==> src/rtl/adc_seq_pkg.sv <==
package adc_seq_pkg;

  // Converter register select codes (command byte bits 6:4)
  typedef enum logic [2:0] {
    SEL_COMM  = 3'b000,
    SEL_SETUP = 3'b001,
    SEL_CLOCK = 3'b010,
    SEL_DATA  = 3'b011,
    SEL_TEST  = 3'b100,
    SEL_ZCAL  = 3'b110,
    SEL_FCAL  = 3'b111
  } reg_sel_e;

  // Byte engine states
  typedef enum logic [2:0] {
    E_IDLE, E_SETUP, E_LOW, E_HIGH, E_HOLD, E_GAP
  } eng_st_e;

  // Sequencer states
  typedef enum logic [2:0] {
    C_IDLE, C_CFG, C_WAIT_HI, C_WAIT_LO, C_CMD, C_RDH, C_RDL, C_DONE
  } ctl_st_e;

  localparam int          CFG_LEN   = 4;
  localparam logic [7:0]  CLOCK_VAL = 8'h0C;  // clock on, 50 Hz output rate
  localparam logic [7:0]  SETUP_VAL = 8'h40;  // self-cal, gain 1, bipolar, unbuffered
  localparam logic [7:0]  IDLE_TX   = 8'hFF;

  // Command byte: bit 7 zero, select in 6:4, read flag in 3
  function automatic logic [7:0] cmd_byte(reg_sel_e sel, logic rd);
    return {1'b0, sel, rd, 3'b000};
  endfunction

  function automatic logic [7:0] cfg_byte(logic [1:0] idx);
    case (idx)
      2'd0:    return cmd_byte(SEL_CLOCK, 1'b0);
      2'd1:    return CLOCK_VAL;
      2'd2:    return cmd_byte(SEL_SETUP, 1'b0);
      default: return SETUP_VAL;
    endcase
  endfunction

endpackage

==> src/rtl/adc_sclk_div.sv <==
module adc_sclk_div #(
  parameter int HALF_DIV = 4
) (
  input  logic clk,
  input  logic rst_n,
  input  logic en,
  output logic tick
);
  localparam int CW = (HALF_DIV > 1) ? $clog2(HALF_DIV) : 1;
  localparam logic [CW-1:0] LAST = CW'(HALF_DIV - 1);

  logic [CW-1:0] cnt_q, cnt_d;

  always_comb begin
    tick  = en && (cnt_q == LAST);
    if (!en || tick) cnt_d = '0;
    else             cnt_d = cnt_q + 1'b1;
  end

  always_ff @(posedge clk or negedge rst_n) begin
    if (!rst_n) cnt_q <= '0;
    else        cnt_q <= cnt_d;
  end

endmodule

==> src/rtl/adc_spi_byte.sv <==
module adc_spi_byte
  import adc_seq_pkg::*;
#(
  parameter int HALF_DIV = 4
) (
  input  logic       clk,
  input  logic       rst_n,
  input  logic       go,
  input  logic [7:0] tx_byte,
  input  logic       rd_mode,
  input  logic       miso,
  output logic       idle,
  output logic       byte_done,
  output logic [7:0] rx_byte,
  output logic       cs_n,
  output logic       sclk,
  output logic       mosi
);
  localparam int GAP_MIN = 2 * HALF_DIV;
  localparam int HCW     = $clog2(GAP_MIN + 2);

  eng_st_e    st_q, st_d;
  logic       ph_q, ph_d;
  logic [2:0] bit_q, bit_d;
  logic [7:0] sh_q, sh_d;
  logic [7:0] rx_q, rx_d;
  logic       rd_q, rd_d;
  logic       cs_q, cs_d;
  logic       sck_q, sck_d;
  logic       tick;

  adc_sclk_div #(.HALF_DIV(HALF_DIV)) u_div (
    .clk  (clk),
    .rst_n(rst_n),
    .en   (st_q != E_IDLE),
    .tick (tick)
  );

  always_comb begin
    st_d      = st_q;
    ph_d      = ph_q;
    bit_d     = bit_q;
    sh_d      = sh_q;
    rx_d      = rx_q;
    rd_d      = rd_q;
    cs_d      = cs_q;
    sck_d     = sck_q;
    byte_done = 1'b0;
    case (st_q)
      E_IDLE: if (go) begin
        st_d  = E_SETUP;
        cs_d  = 1'b0;
        sh_d  = tx_byte;
        rd_d  = rd_mode;
        ph_d  = 1'b0;
        bit_d = '0;
      end
      E_SETUP: if (tick) begin
        if (ph_q) begin st_d = E_LOW; sck_d = 1'b0; ph_d = 1'b0; end
        else ph_d = 1'b1;
      end
      E_LOW: if (tick) begin
        sck_d = 1'b1;
        rx_d  = {rx_q[6:0], miso};
        st_d  = E_HIGH;
      end
      E_HIGH: if (tick) begin
        if (bit_q == 3'd7) begin
          st_d = E_HOLD;
          ph_d = 1'b0;
        end else begin
          sck_d = 1'b0;
          sh_d  = {sh_q[6:0], 1'b0};
          bit_d = bit_q + 1'b1;
          st_d  = E_LOW;
        end
      end
      E_HOLD: if (tick) begin
        if (ph_q) begin cs_d = 1'b1; st_d = E_GAP; ph_d = 1'b0; end
        else ph_d = 1'b1;
      end
      E_GAP: if (tick) begin
        if (ph_q) begin st_d = E_IDLE; byte_done = 1'b1; ph_d = 1'b0; end
        else ph_d = 1'b1;
      end
      default: st_d = E_IDLE;
    endcase
  end

  always_ff @(posedge clk or negedge rst_n) begin
    if (!rst_n) begin
      st_q  <= E_IDLE;
      ph_q  <= 1'b0;
      bit_q <= '0;
      sh_q  <= '0;
      rx_q  <= '0;
      rd_q  <= 1'b0;
      cs_q  <= 1'b1;
      sck_q <= 1'b1;
    end else begin
      st_q  <= st_d;
      ph_q  <= ph_d;
      bit_q <= bit_d;
      sh_q  <= sh_d;
      rx_q  <= rx_d;
      rd_q  <= rd_d;
      cs_q  <= cs_d;
      sck_q <= sck_d;
    end
  end

  assign idle    = (st_q == E_IDLE);
  assign rx_byte = rx_q;
  assign cs_n    = cs_q;
  assign sclk    = sck_q;
  assign mosi    = (cs_q || rd_q) ? 1'b1 : sh_q[7];

  // Checker: cycles with chip select high, saturating
  logic [HCW-1:0] hi_cnt_q;
  always_ff @(posedge clk or negedge rst_n) begin
    if (!rst_n)                             hi_cnt_q <= HCW'(GAP_MIN);
    else if (!cs_q)                         hi_cnt_q <= '0;
    else if (hi_cnt_q < HCW'(GAP_MIN + 1))  hi_cnt_q <= hi_cnt_q + 1'b1;
  end

  p_sclk_idle_r1: assert property (@(posedge clk) disable iff (!rst_n)
    cs_n |-> sclk);

  p_mosi_stable_r2: assert property (@(posedge clk) disable iff (!rst_n)
    (!cs_n && !$past(cs_n) && sclk && $past(sclk)) |-> $stable(mosi));

  p_cs_gap_r3: assert property (@(posedge clk) disable iff (!rst_n)
    $fell(cs_n) |-> (hi_cnt_q >= HCW'(GAP_MIN)));

endmodule

==> src/rtl/adc_seq_ctrl.sv <==
module adc_seq_ctrl
  import adc_seq_pkg::*;
#(
  parameter int CNT_W = 8
) (
  input  logic             clk,
  input  logic             rst_n,
  input  logic             start,
  input  logic [CNT_W-1:0] sample_count,
  input  logic             drdy_n,
  input  logic             eng_idle,
  input  logic             byte_done,
  input  logic [7:0]       rx_byte,
  output logic             go,
  output logic [7:0]       tx_byte,
  output logic             rd_mode,
  output logic             sample_valid,
  output logic [15:0]      sample_data,
  output logic             done
);
  localparam logic [1:0] CFG_LAST = 2'(CFG_LEN - 1);
  localparam logic [7:0] RD_CMD   = cmd_byte(SEL_DATA, 1'b1);

  ctl_st_e          st_q, st_d;
  logic [1:0]       idx_q, idx_d;
  logic [CNT_W-1:0] tgt_q, tgt_d;
  logic [CNT_W-1:0] cnt_q, cnt_d, cnt_inc;
  logic [7:0]       hi_q, hi_d;
  logic [15:0]      dat_q, dat_d;
  logic             vld_q, vld_d;
  logic             dn_q, dn_d;
  logic             rdy_m_q, rdy_s_q;

  always_ff @(posedge clk or negedge rst_n) begin
    if (!rst_n) begin
      rdy_m_q <= 1'b1;
      rdy_s_q <= 1'b1;
    end else begin
      rdy_m_q <= drdy_n;
      rdy_s_q <= rdy_m_q;
    end
  end

  always_comb begin
    cnt_inc = cnt_q + 1'b1;
    go      = eng_idle && ((st_q == C_CFG) || (st_q == C_CMD) ||
                           (st_q == C_RDH) || (st_q == C_RDL));
    rd_mode = (st_q == C_RDH) || (st_q == C_RDL);
    if (st_q == C_CFG)      tx_byte = cfg_byte(idx_q);
    else if (st_q == C_CMD) tx_byte = RD_CMD;
    else                    tx_byte = IDLE_TX;
  end

  always_comb begin
    st_d  = st_q;
    idx_d = idx_q;
    tgt_d = tgt_q;
    cnt_d = cnt_q;
    hi_d  = hi_q;
    dat_d = dat_q;
    vld_d = 1'b0;
    dn_d  = dn_q;
    case (st_q)
      C_IDLE, C_DONE: if (start) begin
        st_d  = C_CFG;
        idx_d = '0;
        tgt_d = sample_count;
        cnt_d = '0;
        dn_d  = 1'b0;
      end
      C_CFG: if (byte_done) begin
        if (idx_q == CFG_LAST) begin
          if (tgt_q == '0) begin st_d = C_DONE; dn_d = 1'b1; end
          else st_d = C_WAIT_LO;
        end else begin
          idx_d = idx_q + 1'b1;
        end
      end
      C_WAIT_HI: if (rdy_s_q)  st_d = C_WAIT_LO;
      C_WAIT_LO: if (!rdy_s_q) st_d = C_CMD;
      C_CMD:     if (byte_done) st_d = C_RDH;
      C_RDH: if (byte_done) begin
        hi_d = rx_byte;
        st_d = C_RDL;
      end
      C_RDL: if (byte_done) begin
        dat_d = {hi_q, rx_byte};
        vld_d = 1'b1;
        cnt_d = cnt_inc;
        if (cnt_inc == tgt_q) begin st_d = C_DONE; dn_d = 1'b1; end
        else st_d = C_WAIT_HI;
      end
      default: st_d = C_IDLE;
    endcase
  end

  always_ff @(posedge clk or negedge rst_n) begin
    if (!rst_n) begin
      st_q  <= C_IDLE;
      idx_q <= '0;
      tgt_q <= '0;
      cnt_q <= '0;
      hi_q  <= '0;
      dat_q <= '0;
      vld_q <= 1'b0;
      dn_q  <= 1'b0;
    end else begin
      st_q  <= st_d;
      idx_q <= idx_d;
      tgt_q <= tgt_d;
      cnt_q <= cnt_d;
      hi_q  <= hi_d;
      dat_q <= dat_d;
      vld_q <= vld_d;
      dn_q  <= dn_d;
    end
  end

  assign sample_valid = vld_q;
  assign sample_data  = dat_q;
  assign done         = dn_q;

  p_valid_pulse_r7: assert property (@(posedge clk) disable iff (!rst_n)
    sample_valid |=> !sample_valid);

  p_done_hold_r9: assert property (@(posedge clk) disable iff (!rst_n)
    (done && !start) |=> done);

  p_done_count_r9: assert property (@(posedge clk) disable iff (!rst_n)
    $rose(done) |-> (cnt_q == tgt_q));

endmodule

==> src/rtl/adc_seq_top.sv <==
module adc_seq_top #(
  parameter int HALF_DIV = 4,
  parameter int CNT_W    = 8
) (
  input  logic             clk,
  input  logic             rst_n,
  input  logic             start,
  input  logic [CNT_W-1:0] sample_count,
  input  logic             drdy_n,
  input  logic             miso,
  output logic             cs_n,
  output logic             sclk,
  output logic             mosi,
  output logic             sample_valid,
  output logic [15:0]      sample_data,
  output logic             done
);
  logic       go, eng_idle, byte_done, rd_mode;
  logic [7:0] tx_byte, rx_byte;

  adc_seq_ctrl #(.CNT_W(CNT_W)) u_ctrl (
    .clk         (clk),
    .rst_n       (rst_n),
    .start       (start),
    .sample_count(sample_count),
    .drdy_n      (drdy_n),
    .eng_idle    (eng_idle),
    .byte_done   (byte_done),
    .rx_byte     (rx_byte),
    .go          (go),
    .tx_byte     (tx_byte),
    .rd_mode     (rd_mode),
    .sample_valid(sample_valid),
    .sample_data (sample_data),
    .done        (done)
  );

  adc_spi_byte #(.HALF_DIV(HALF_DIV)) u_byte (
    .clk      (clk),
    .rst_n    (rst_n),
    .go       (go),
    .tx_byte  (tx_byte),
    .rd_mode  (rd_mode),
    .miso     (miso),
    .idle     (eng_idle),
    .byte_done(byte_done),
    .rx_byte  (rx_byte),
    .cs_n     (cs_n),
    .sclk     (sclk),
    .mosi     (mosi)
  );

  p_mosi_read_r6: assert property (@(posedge clk) disable iff (!rst_n)
    (rd_mode && !cs_n) |-> mosi);

endmodule

==> config.mk <==
export PLATFORM = sky130hd
export DESIGN_NAME = adc_seq_top
export DESIGN_NICKNAME = d
export VERILOG_FILES = /design/src/rtl/adc_seq_pkg.sv /design/src/rtl/adc_sclk_div.sv /design/src/rtl/adc_spi_byte.sv /design/src/rtl/adc_seq_ctrl.sv /design/src/rtl/adc_seq_top.sv
export SDC_FILE = /design/constraint.sdc
export NUM_CORES = 1
export LEC_CHECK = 0
export BUFFER_PORTS_ARGS = -buffer_cell sky130_fd_sc_hd__buf_2
export CORE_AREA = 3 3 98 100
export DETAILED_ROUTE_END_ITERATION = 10
export DIE_AREA = 0 0 101 103
export HOLD_SLACK_MARGIN = 0.15
export SLEW_MARGIN = 5
export SYNTH_ARGS = -nofsm -noshare
export SYNTH_HDL_FRONTEND = slang
export SYNTH_SLANG_ARGS = --single-unit
export TNS_END_PERCENT = 30
==> constraint.sdc <==
create_clock -name clk -period 2.7 [get_ports clk]
set_clock_uncertainty 0.2 [all_clocks]
set_input_delay 0.54 -clock clk [delete_from_list [all_inputs] [get_ports clk]]
set_output_delay 0.54 -clock clk [all_outputs]
set_load 0.05 [all_outputs]
==> results of run 1 <==
-- critical path: cells and delay by family (launching register included) --
| kind | cells | cell delay, ns |
|---|---|---|
| flops | 1 | 0.36 |
| compound gates | 2 | 0.30 |
| fa+ha+maj | 1 | 0.35 |
| simple gates | 3 | 0.98 |
-- logic make-up after synthesis --
logic type / after synthesis / share of synthesized area (%)
compound gates: 69 / 12.4
xor+xnor: 15 / 3.92
fa+ha+maj: 8 / 2.70
buf+inv: 29 / 3.55
flops: 77 / 52.1
mux: 28 / 8.41
simple gates: 137 / 16.9
-- repair_timing --
action	CTS	global route
gates resized for setup	0	0
endpoints found under the hold margin	32	0
hold buffers	2	0
setup buffers	0	0
-- flip-flops by register name, summed over array words and instances, names as in the netlist, 2 cells and up --
register and cells:
u_byte.bit_q 3, u_byte.rx_byte 8, u_byte.sh_q 8, u_byte.st_q 3, u_byte.u_div.cnt_q 2, u_ctrl.cnt_q 8
u_ctrl.hi_q 8, u_ctrl.idx_q 2, u_ctrl.sample_data 16, u_ctrl.st_q 3, u_ctrl.tgt_q 8
-- power by group through the flow --
| stage | Combinational [mW] | Clock, mW | Sequential, mW |
|---|---|---|---|
| after floorplan | 0.00603 | 0 | 1.19 |
| after global placement | 0.0432 | 0 | 1.19 |
| after detailed placement | 0.0442 | 0 | 1.19 |
| after CTS | 0.0460 | 0.891 | 1.16 |
| after global routing | 0.0508 | 0.936 | 1.17 |
| final | 0.0436 | 0.864 | 1.16 |
-- worst min-delay path by stage --
stage | start | endpoint | depth (start not counted)
after global routing | u_ctrl.rdy_m_q | u_ctrl.rdy_s_q | 0
final | u_ctrl.rdy_m_q | u_ctrl.rdy_s_q | 0
after CTS | u_ctrl.rdy_m_q | u_ctrl.rdy_s_q | 0
after floorplan | rst_n | u_byte.bit_q[0] | 0
after global placement | u_ctrl.rdy_m_q | u_ctrl.rdy_s_q | 0
after detailed placement | u_ctrl.rdy_m_q | u_ctrl.rdy_s_q | 0
-- stage by stage --
| stage | utilization, % | instances | total power, mW | setup slack (ns) | hold WS [ns] |
|---|---|---|---|---|---|
| floorplan | - | 363 | 1.19 | 0.776 | 0.0444 |
| global placement | 45.4 | 492 | 1.23 | 0.461 | 0.146 |
| detailed placement | 45.4 | 492 | 1.23 | 0.436 | 0.150 |
| CTS | 47.9 | 510 | 2.10 | 0.409 | 0.162 |
| global route | 47.9 | 510 | 2.15 | 0.118 | 0.164 |
| finish | 47.9 | 510 | 2.07 | 0.387 | 0.161 |
-- final cells by class --
type | instances | area, sq um
Timing Repair Buffer | 43 | 260
Sequential cell | 77 | 1930
Multi-Input combinational cell | 257 | 1640
Tap cell | 108 | 135
Inverter | 9 | 33.8
Clock inverter | 7 | 72.6
Clock buffer | 9 | 124
Fill cell | 821 | 4560
-- cells in the final DEF, fill, tap and decap left out, drive strengths merged, types with 2 or more instances in the layout --
master,synthesis,final
inv,8,13
nor3b,2,2
a31oi,4,4
or3,3,3
a21o,2,2
o2bb2ai,2,2
xnor2,8,8
nor2,15,15
nand4,4,4
xor2,6,6
nand2,82,82
nor4,5,5
clkinv,1,2
a21oi,13,13
nor3,8,8
and2,2,2
o22ai,3,3
o21ai,22,22
o211ai,5,5
dfstp,4,4
buf,11,41
clkbuf,9,9
ha,8,8
dfrtp,73,73
a22o,2,2
nand3,6,6
and3,4,4
mux2,25,25
dlygate4sd3,0,2
mux2i,3,3
o41ai,4,4
-- routing by layer --
layer  GRT usage (%)  routed length [um]  vias up
li1                -                   -     1349
met1            21.6                3700     1354
met2            25.3                3450       47
met3            2.84                 231       12
met4            6.24                 133        0
met5               0                   0        -
==> flow_summary.json, run 1 <==
{
  "crit_path_end": "u_ctrl.cnt_q[3]",
  "rr_worst_depth": 6,
  "path_cells": "ha_1 > and4b_1 > nand3_1 > and2_1 > o21ai_0 > o31ai_1",
  "p_comb_share_pct": 2.1,
  "synth_edf_count": 0,
  "synth_area_leaders": "dfrtp_1 (49%), nand2_1 (8.2%), mux2_2 (7.6%)",
  "nets": 418,
  "n_antenna_cell": 0,
  "dr.pass1.iters": 4,
  "clk_latency_ns": 0.36,
  "crit_required_ns": 2.72,
  "crit_fanout": 11,
  "ff2ff_setup_slack_ns": 0.39,
  "grt.total_usage_pct": 15.9,
  "pwr-share-seq_pct": 56.2,
  "dieHeight_um": 103,
  "htree_levels": 3,
  "synth_top_cell_by_area": "dfrtp_1",
  "reg2reg_to": "u_ctrl.cnt_q[3]",
  "root_buffer": "clkbuf_8",
  "numCtsBuffers": 9,
  "antenna_found_initial": 0,
  "syn_area_per_cell_sq_um": 10.2,
  "area_delta_synth_final_pct": 13.3,
  "synth_cells": 363,
  "port-buffer-count": 33,
  "syn_nets": 384,
  "holdCritPathClass": "flop to flop",
  "swShare_pct": 25.7,
  "cts_sinks": 77,
  "stdcell_area_sq_um": 4200,
  "grt_pass1_wl_mm": 13.2,
  "drv_slew": 0,
  "io_pins": 34,
  "ant_nets": 0,
  "path_clk_slew_ns": 0.09,
  "intPower_mw": 1.54,
  "ys_async_sr_fraction_pct": 100,
  "start_util_pct": 42.3,
  "r2r_start": "u_byte.u_div.cnt_q[0]",
  "outcome": "finished clean",
  "first_global_vias": 2773,
  "ys_ff_latch": 77,
  "start_kind": "flop",
  "layout_min_cycle_time_ns": 2.31,
  "tightest_slew_ns": 0.538,
  "critical_path_arrival_ns": 2.34,
  "drt_iter0_markers": 135,
  "yosysTopAreaCellShare_pct": 49.3,
  "cts_tree": "done",
  "final_layout_size_suffix_gt1_share_pct": 23.1,
  "setup_violations": 0,
  "ys_types": 58,
  "die_w_um": 101,
  "critPathKind": "flop to flop",
  "clkPwrFrac_pct": 41.7,
  "ys.flop_type": "dfrtp_1",
  "p_per_area_nw_per_um2": 493,
  "drc": 0,
  "gp_congestion": 0.871,
  "grt_remaining_overflow": 0,
  "syn_area_sq_um": 3700,
  "yosys.cell_count.top_type": "nand2_1",
  "crit_path_end_kind": "flop",
  "hold_violations": 0,
  "setup-tns-final_ns": 0,
  "min_period_over_period_pct": 85.7,
  "wl_mm": 7.51,
  "relSlewSlack_pct": 64.1,
  "place_area_sq_um": 3980,
  "startpoint": "u_byte.u_div.cnt_q[0]",
  "critical-path-max-stage-delay_ns": 0.37,
  "cts_max_path_buffers": 2,
  "maxCapViolCount": 0,
  "ys_warn_count": 0,
  "rsz0062_at_grt": "no",
  "dpl.hpwl_mm": 5.23,
  "via_per_inst": 5.42,
  "vdd_ir_drop_max_mv": 0.224,
  "core_area_sq_um": 8760,
  "max_freq_mhz": 432,
  "cp_slowest_cell": "and2_1",
  "seq_area_frac_synth_pct": 52.1,
  "grt_max_degree": 45,
  "rows": 34,
  "die_area_sq_um": 10400,
  "vias": 2762,
  "synthTopCellsByCount": "nand2_1 (81), dfrtp_1 (73), mux2_2 (25)",
  "p_sw_uw": 532,
  "total_leakage_power_nw": 1.99,
  "avgRoutedWirePerCell_um": 14.7
}
(Power assumes the default switching activity.)
==> run 2: changes to the inputs <==
Settings changed: ABC_AREA set to 1, SETUP_SLACK_MARGIN set to 0.5, SKIP_LAST_GASP set to 1.
==> flow_summary.json, run 2 <==
{
  "io_pins": 34,
  "die_w_um": 101,
  "crit_fanout": 15,
  "drv_slew": 0,
  "via_per_inst": 4.91,
  "synth_top_cell_by_area": "dfrtp_1",
  "setup_violations": 0,
  "cts_tree": "done",
  "vias": 2983,
  "seq_area_frac_synth_pct": 52.3,
  "cp_common_cell": "nand2_1",
  "numCtsBuffers": 9,
  "rsz0062_at_grt": "yes",
  "die_area_sq_um": 10400,
  "largest_register_ff_count": 16,
  "ys_async_sr_fraction_pct": 100,
  "start_util_pct": 42.2,
  "cp_slowest_cell": "dfrtp_1",
  "clkPwrFrac_pct": 25.7,
  "htree_levels": 3,
  "place_area_sq_um": 3980,
  "start_kind": "flop",
  "port-buffer-count": 33,
  "path_clk_slew_ns": 0.09,
  "vdd_ir_drop_max_mv": 0.366,
  "p_comb_share_pct": 35.6,
  "hold_violations": 0,
  "nFillCells": 855,
  "synth_simple_gate_area_share_pct": 25.1,
  "core_area_sq_um": 8760,
  "grt_max_degree": 44,
  "dieHeight_um": 103,
  "critical_path_arrival_ns": 2.14,
  "stdcell_area_sq_um": 4260,
  "nets": 515,
  "tightest_slew_ns": 0.551,
  "min_period_over_period_pct": 77.3,
  "ys_ff_latch": 77,
  "n_antenna_cell": 0,
  "instances_no_fill": 607,
  "final_layout_size_suffix_gt1_share_pct": 15.6,
  "first_global_vias": 2875,
  "p_per_area_nw_per_um2": 951,
  "wl_mm": 7.39,
  "path_cells": "nand2_1 > inv_1 > nor2_1 > a21oi_1 > nand2_1 > mux2_2",
  "final_core_util_pct": 48.6,
  "maxCapViolCount": 0,
  "ys_types": 33,
  "swShare_pct": 40.4,
  "syn_area_sq_um": 3690,
  "antenna_found_initial": 0,
  "grt_pass1_wl_mm": 13.0,
  "p_sw_mw": 1.64,
  "total_leakage_power_nw": 2.16,
  "mostFrequentLayoutCell": "nand2_1",
  "synthTopCellsByCount": "nand2_1 (125), dfrtp_1 (73), inv_1 (55)",
  "hold_ws_ns": 0.158,
  "crit_required_ns": 2.75,
  "ant_nets": 0,
  "synth_compound_area_share_pct": 12.1,
  "ys_warn_count": 0,
  "outcome": "finished clean",
  "ys.flop_type": "dfrtp_1",
  "syn_nets": 475,
  "critical-path-max-stage-delay_ns": 0.44,
  "drt_iter0_markers": 122,
  "relSlewSlack_pct": 63.1,
  "dpl.hpwl_mm": 5.35,
  "yosysTopAreaCellShare_pct": 49.4,
  "layout_min_cycle_time_ns": 2.09,
  "rows": 34,
  "setup-tns-final_ns": 0,
  "cts_max_path_buffers": 2,
  "yosys.cell_count.top_type": "nand2_1",
  "holdCritPathClass": "flop to flop",
  "synth_mux_area_share_pct": 0.305,
  "synth_area_leaders": "dfrtp_1 (49%), nand2_1 (13%), inv_1 (5.6%)",
  "critPathKind": "flop to flop",
  "dr.pass1.iters": 5,
  "grt_remaining_overflow": 0,
  "root_buffer": "clkbuf_8",
  "max_freq_mhz": 479,
  "grt.total_usage_pct": 15.6,
  "pwr-share-seq_pct": 38.6,
  "final_cell_mix": "nand2_1 (125), dfrtp_1 (72), inv_1 (55)",
  "synth_adder_area_share_pct": 2.71,
  "synth_cells": 454,
  "gp_congestion": 0.875,
  "area_delta_synth_final_pct": 15.3,
  "clk_latency_ns": 0.36,
  "syn_area_per_cell_sq_um": 8.14,
  "intPower_mw": 2.41,
  "cts_sinks": 77,
  "synth_top_family_by_area": "simple AND/OR/NAND/NOR gates",
  "crit_path_end_kind": "flop",
  "synth-xor-area-share_pct": 0.237,
  "synth_edf_count": 0,
  "avgRoutedWirePerCell_um": 12.2,
  "drc": 0,
  "dp.cells": 588
}
[run 2: cell count changes after synthesis, moves of 9 or more]
cell / previous run / this run
o21ai_0: 22 / 40
mux2_2: 25 / 1
o21ai_1: 0 / 9
nor2_1: 15 / 41
nand3_1: 6 / 32
nand2_1: 81 / 125
inv_1: 8 / 55
[run 2: through the flow]
step | setup WS, ns | total power [mW]
floorplan | 0.796 | 2.70
global placement | 0.643 | 2.99
detailed placement | 0.628 | 3.02
CTS | 0.617 | 4.08
global route | 0.476 | 4.39
finish | 0.612 | 4.05
[run 2: layer usage]
layer | track usage (%) | routed length, um
met5 | 0 | 0
met2 | 24.2 | 3310
met4 | 4.91 | 87
met3 | 3.99 | 344
met1 | 21.6 | 3650
[run 2: what timing repair did]
item,in CTS,in global routing
setup buffers,0,1
setup endpoints to repair,0,17
hold endpoints to repair,35,0
resized for setup,0,6
hold buffers,2,0
[run 2: cells by family after synthesis]
family                     count (synthesis)
xor gates and xnor gates                   1
DFF                                       77
buffers and inverters                     69
AOI/OAI and AO/OA                         81
adders and majority gates                  8
muxes                                      1
and+or+nand+nor                          217
[run 2: cell type report]
cell class	count	area [sq um]	area share, %
Sequential cell	77	1930	45.4
Tap cell	108	135	3.17
Timing Repair Buffer	38	223	5.23
Multi-Input combinational cell	308	1510	35.4
Clock inverter	7	114	2.67
Inverter	60	225	5.29
Clock buffer	9	124	2.91
[run 2: final timing paths]
| kind | cells after the start | startpoint | slack [ns] | endpoint |
|---|---|---|---|---|
| worst max register to register | 6 | u_ctrl.st_q[0] | 0.61 | u_ctrl.tgt_q[1] |
| max in group asynchronous | 3 | rst_n | 1.18 | u_ctrl.rdy_m_q |
| worst max-delay path | 6 | u_ctrl.st_q[0] | 0.61 | u_ctrl.tgt_q[1] |
| worst min register to register | 0 | u_ctrl.rdy_m_q | 0.16 | u_ctrl.rdy_s_q |
| min in group asynchronous | 2 | rst_n | 0.47 | u_ctrl.sample_data[15] |
| worst min-delay path | 0 | u_ctrl.rdy_m_q | 0.16 | u_ctrl.rdy_s_q |
[run 2: worst max-delay path: cells and delay by family, from the launching register on]
kind,cells,cell delay [ns]
simple gates,3,0.53
mux,1,0.37
flops,1,0.44
buf+inv,1,0.08
compound gates,1,0.36
[run 2: power groups by stage]
stage,Sequential (mW),Combinational (mW),Clock [mW]
global route,1.60,1.67,1.13
floorplan,1.62,1.08,0
global placement,1.58,1.41,0
CTS,1.56,1.44,1.07
finish,1.56,1.44,1.04
detailed placement,1.59,1.44,0
==> run 3: changes to the inputs <==
Clock period 2.7 ns to 2.1 ns, I/O delays scaled along.
==> flow_summary.json, run 3 (synthesized netlist as in run 2, its figures left out) <==
{
  "outcome": "finished clean",
  "total_power_mw": 6.01,
  "drc": 0,
  "crit_path_end_kind": "flop",
  "port-buffer-count": 33,
  "vdd_ir_drop_max_mv": 0.658,
  "wl_mm": 8.67,
  "start_kind": "flop",
  "min_period_over_period_pct": 90.3,
  "cts_max_path_buffers": 2,
  "start_util_pct": 42.2,
  "intPower_mw": 3.56,
  "pwr-share-seq_pct": 34.2,
  "avgRoutedWirePerCell_um": 13.3,
  "core_area_sq_um": 8760,
  "ant_nets": 0,
  "mostFrequentLayoutCell": "nand2_1",
  "min_from": "u_ctrl.rdy_m_q",
  "cts_sinks": 77,
  "setup-tns-final_ns": 0,
  "p_sw_mw": 2.45,
  "tightest_slew_ns": 0.284,
  "via_per_inst": 4.89,
  "relSlewSlack_pct": 81.0,
  "io_pins": 34,
  "nFillCells": 817,
  "cts_tree": "done",
  "maxCapViolCount": 0,
  "dr.pass1.iters": 4,
  "die_w_um": 101,
  "grt_max_degree": 44,
  "r2r_start": "u_byte.st_q[0]",
  "grt_pass1_wl_mm": 14.1,
  "gp_congestion": 0.883,
  "swShare_pct": 40.8,
  "rows": 34,
  "multi_input_area_sq_um": 1790,
  "clk_latency_ns": 0.35,
  "layout_min_cycle_time_ns": 1.90,
  "critical_path_arrival_ns": 1.97,
  "dpl.hpwl_mm": 5.53,
  "critPathKind": "flop to flop",
  "rsz0062_at_grt": "yes",
  "die_area_sq_um": 10400,
  "antenna_found_initial": 0,
  "grt_remaining_overflow": 0,
  "max_freq_mhz": 528,
  "first_global_vias": 3031,
  "crit_fanout": 28,
  "n_antenna_cell": 0,
  "setup_violations": 0,
  "p_per_area_nw_per_um2": 1220,
  "grt.total_usage_pct": 17.2,
  "drv_slew": 0,
  "clkPwrFrac_pct": 20.3,
  "dieHeight_um": 103,
  "seqCellArea_sq_um": 1940,
  "htree_levels": 3,
  "startpoint": "u_byte.st_q[0]",
  "largest_register_ff_count": 16,
  "p_comb_share_pct": 45.5,
  "root_buffer": "clkbuf_8",
  "crit_required_ns": 2.18,
  "path_clk_slew_ns": 0.09,
  "drt_iter0_markers": 106,
  "area_delta_synth_final_pct": 33.9,
  "nets": 559,
  "holdCritPathClass": "flop to flop",
  "final_layout_size_suffix_gt1_share_pct": 33.6,
  "hold_violations": 0,
  "final_cell_mix": "nand2_1 (104), dfrtp_1 (67), inv_1 (45)",
  "vias": 3180,
  "total_leakage_power_nw": 2.42,
  "numCtsBuffers": 9
}
[run 3: cell count changes in the layout (fill, tap and decap cells not counted), moves of 9 or more]
cell / change
buf_4: +26
nand2_1: -21
o21ai_0: -11
inv_1: -10
dlygate4sd3_1: +9
nor2_1: -12
nand2_2: +17
[run 3: metrics by stage]
stage | cells | util [%] | cell area, sq um | setup WS (ns) | hold slack (ns)
2_1_floorplan | 454 | - | 3780 | 0.406 | -0.0756
3_3_place_gp | 594 | 46.7 | 4090 | 0.184 | 0.0977
3_5_place_dp | 594 | 46.7 | 4090 | 0.138 | 0.0993
4_1_cts | 642 | 54.1 | 4740 | 0.248 | 0.160
5_1_grt | 650 | 56.4 | 4950 | 0.104 | 0.164
6_report | 650 | 56.4 | 4950 | 0.205 | 0.160
[run 3: power groups by stage]
| stage | sequential [mW] | clock [mW] | combinational (mW) |
|---|---|---|---|
| 2_1_floorplan | 2.08 | 0 | 1.45 |
| 3_3_place_gp | 2.04 | 0 | 1.91 |
| 3_5_place_dp | 2.04 | 0 | 1.93 |
| 4_1_cts | 2.03 | 1.25 | 2.41 |
| 5_1_grt | 2.09 | 1.31 | 3.05 |
| 6_report | 2.05 | 1.22 | 2.74 |
[run 3: area by class of cell]
cell class	count	area share [%]
flip-flops and latches	77	39.2
repair buffers	82	12.6
multi-input cells	308	36.2
inverters	60	4.96
clock buffers	10	2.58
well taps	108	2.73
clock inverters	5	1.72
[run 3: layer usage]
metal  global-route usage, %  part of all wire, %  vias up
li1                        -                    -     1626
met1                    22.8                   47     1487
met2                    28.1                   48       57
met3                    2.84                  3.3       10
met4                    7.06                  1.6        0
met5                       0                    0        -
[run 3: worst paths after layout]
kind | endpoint | slack [ns] | cells after the start
setup / recovery | u_ctrl.cnt_q[6] | 0.20 | 7
hold / removal | u_ctrl.rdy_s_q | 0.16 | 0
setup reg to reg | u_ctrl.cnt_q[6] | 0.20 | 7
hold reg to reg | u_ctrl.rdy_s_q | 0.16 | 0
max in group asynchronous | u_byte.cs_n | 0.84 | 3
min in group asynchronous | u_ctrl.cnt_q[6] | 0.26 | 2
[run 3: worst max-delay path, cell delays in order (launching register included)]
cell,delay (ns)
dfrtp_2,0.43
inv_4,0.07
nor3_4,0.27
nand2_2,0.16
buf_6,0.16
nor2_4,0.20
inv_6,0.14
o22ai_1,0.19
[run 3: timing repair]
action	CTS	global route
resized for setup	45	57
setup endpoints to repair	73	84
gates cloned	0	1
pin swaps	19	23
endpoints found under the hold margin	83	0
hold buffers	11	0
setup buffers	22	7
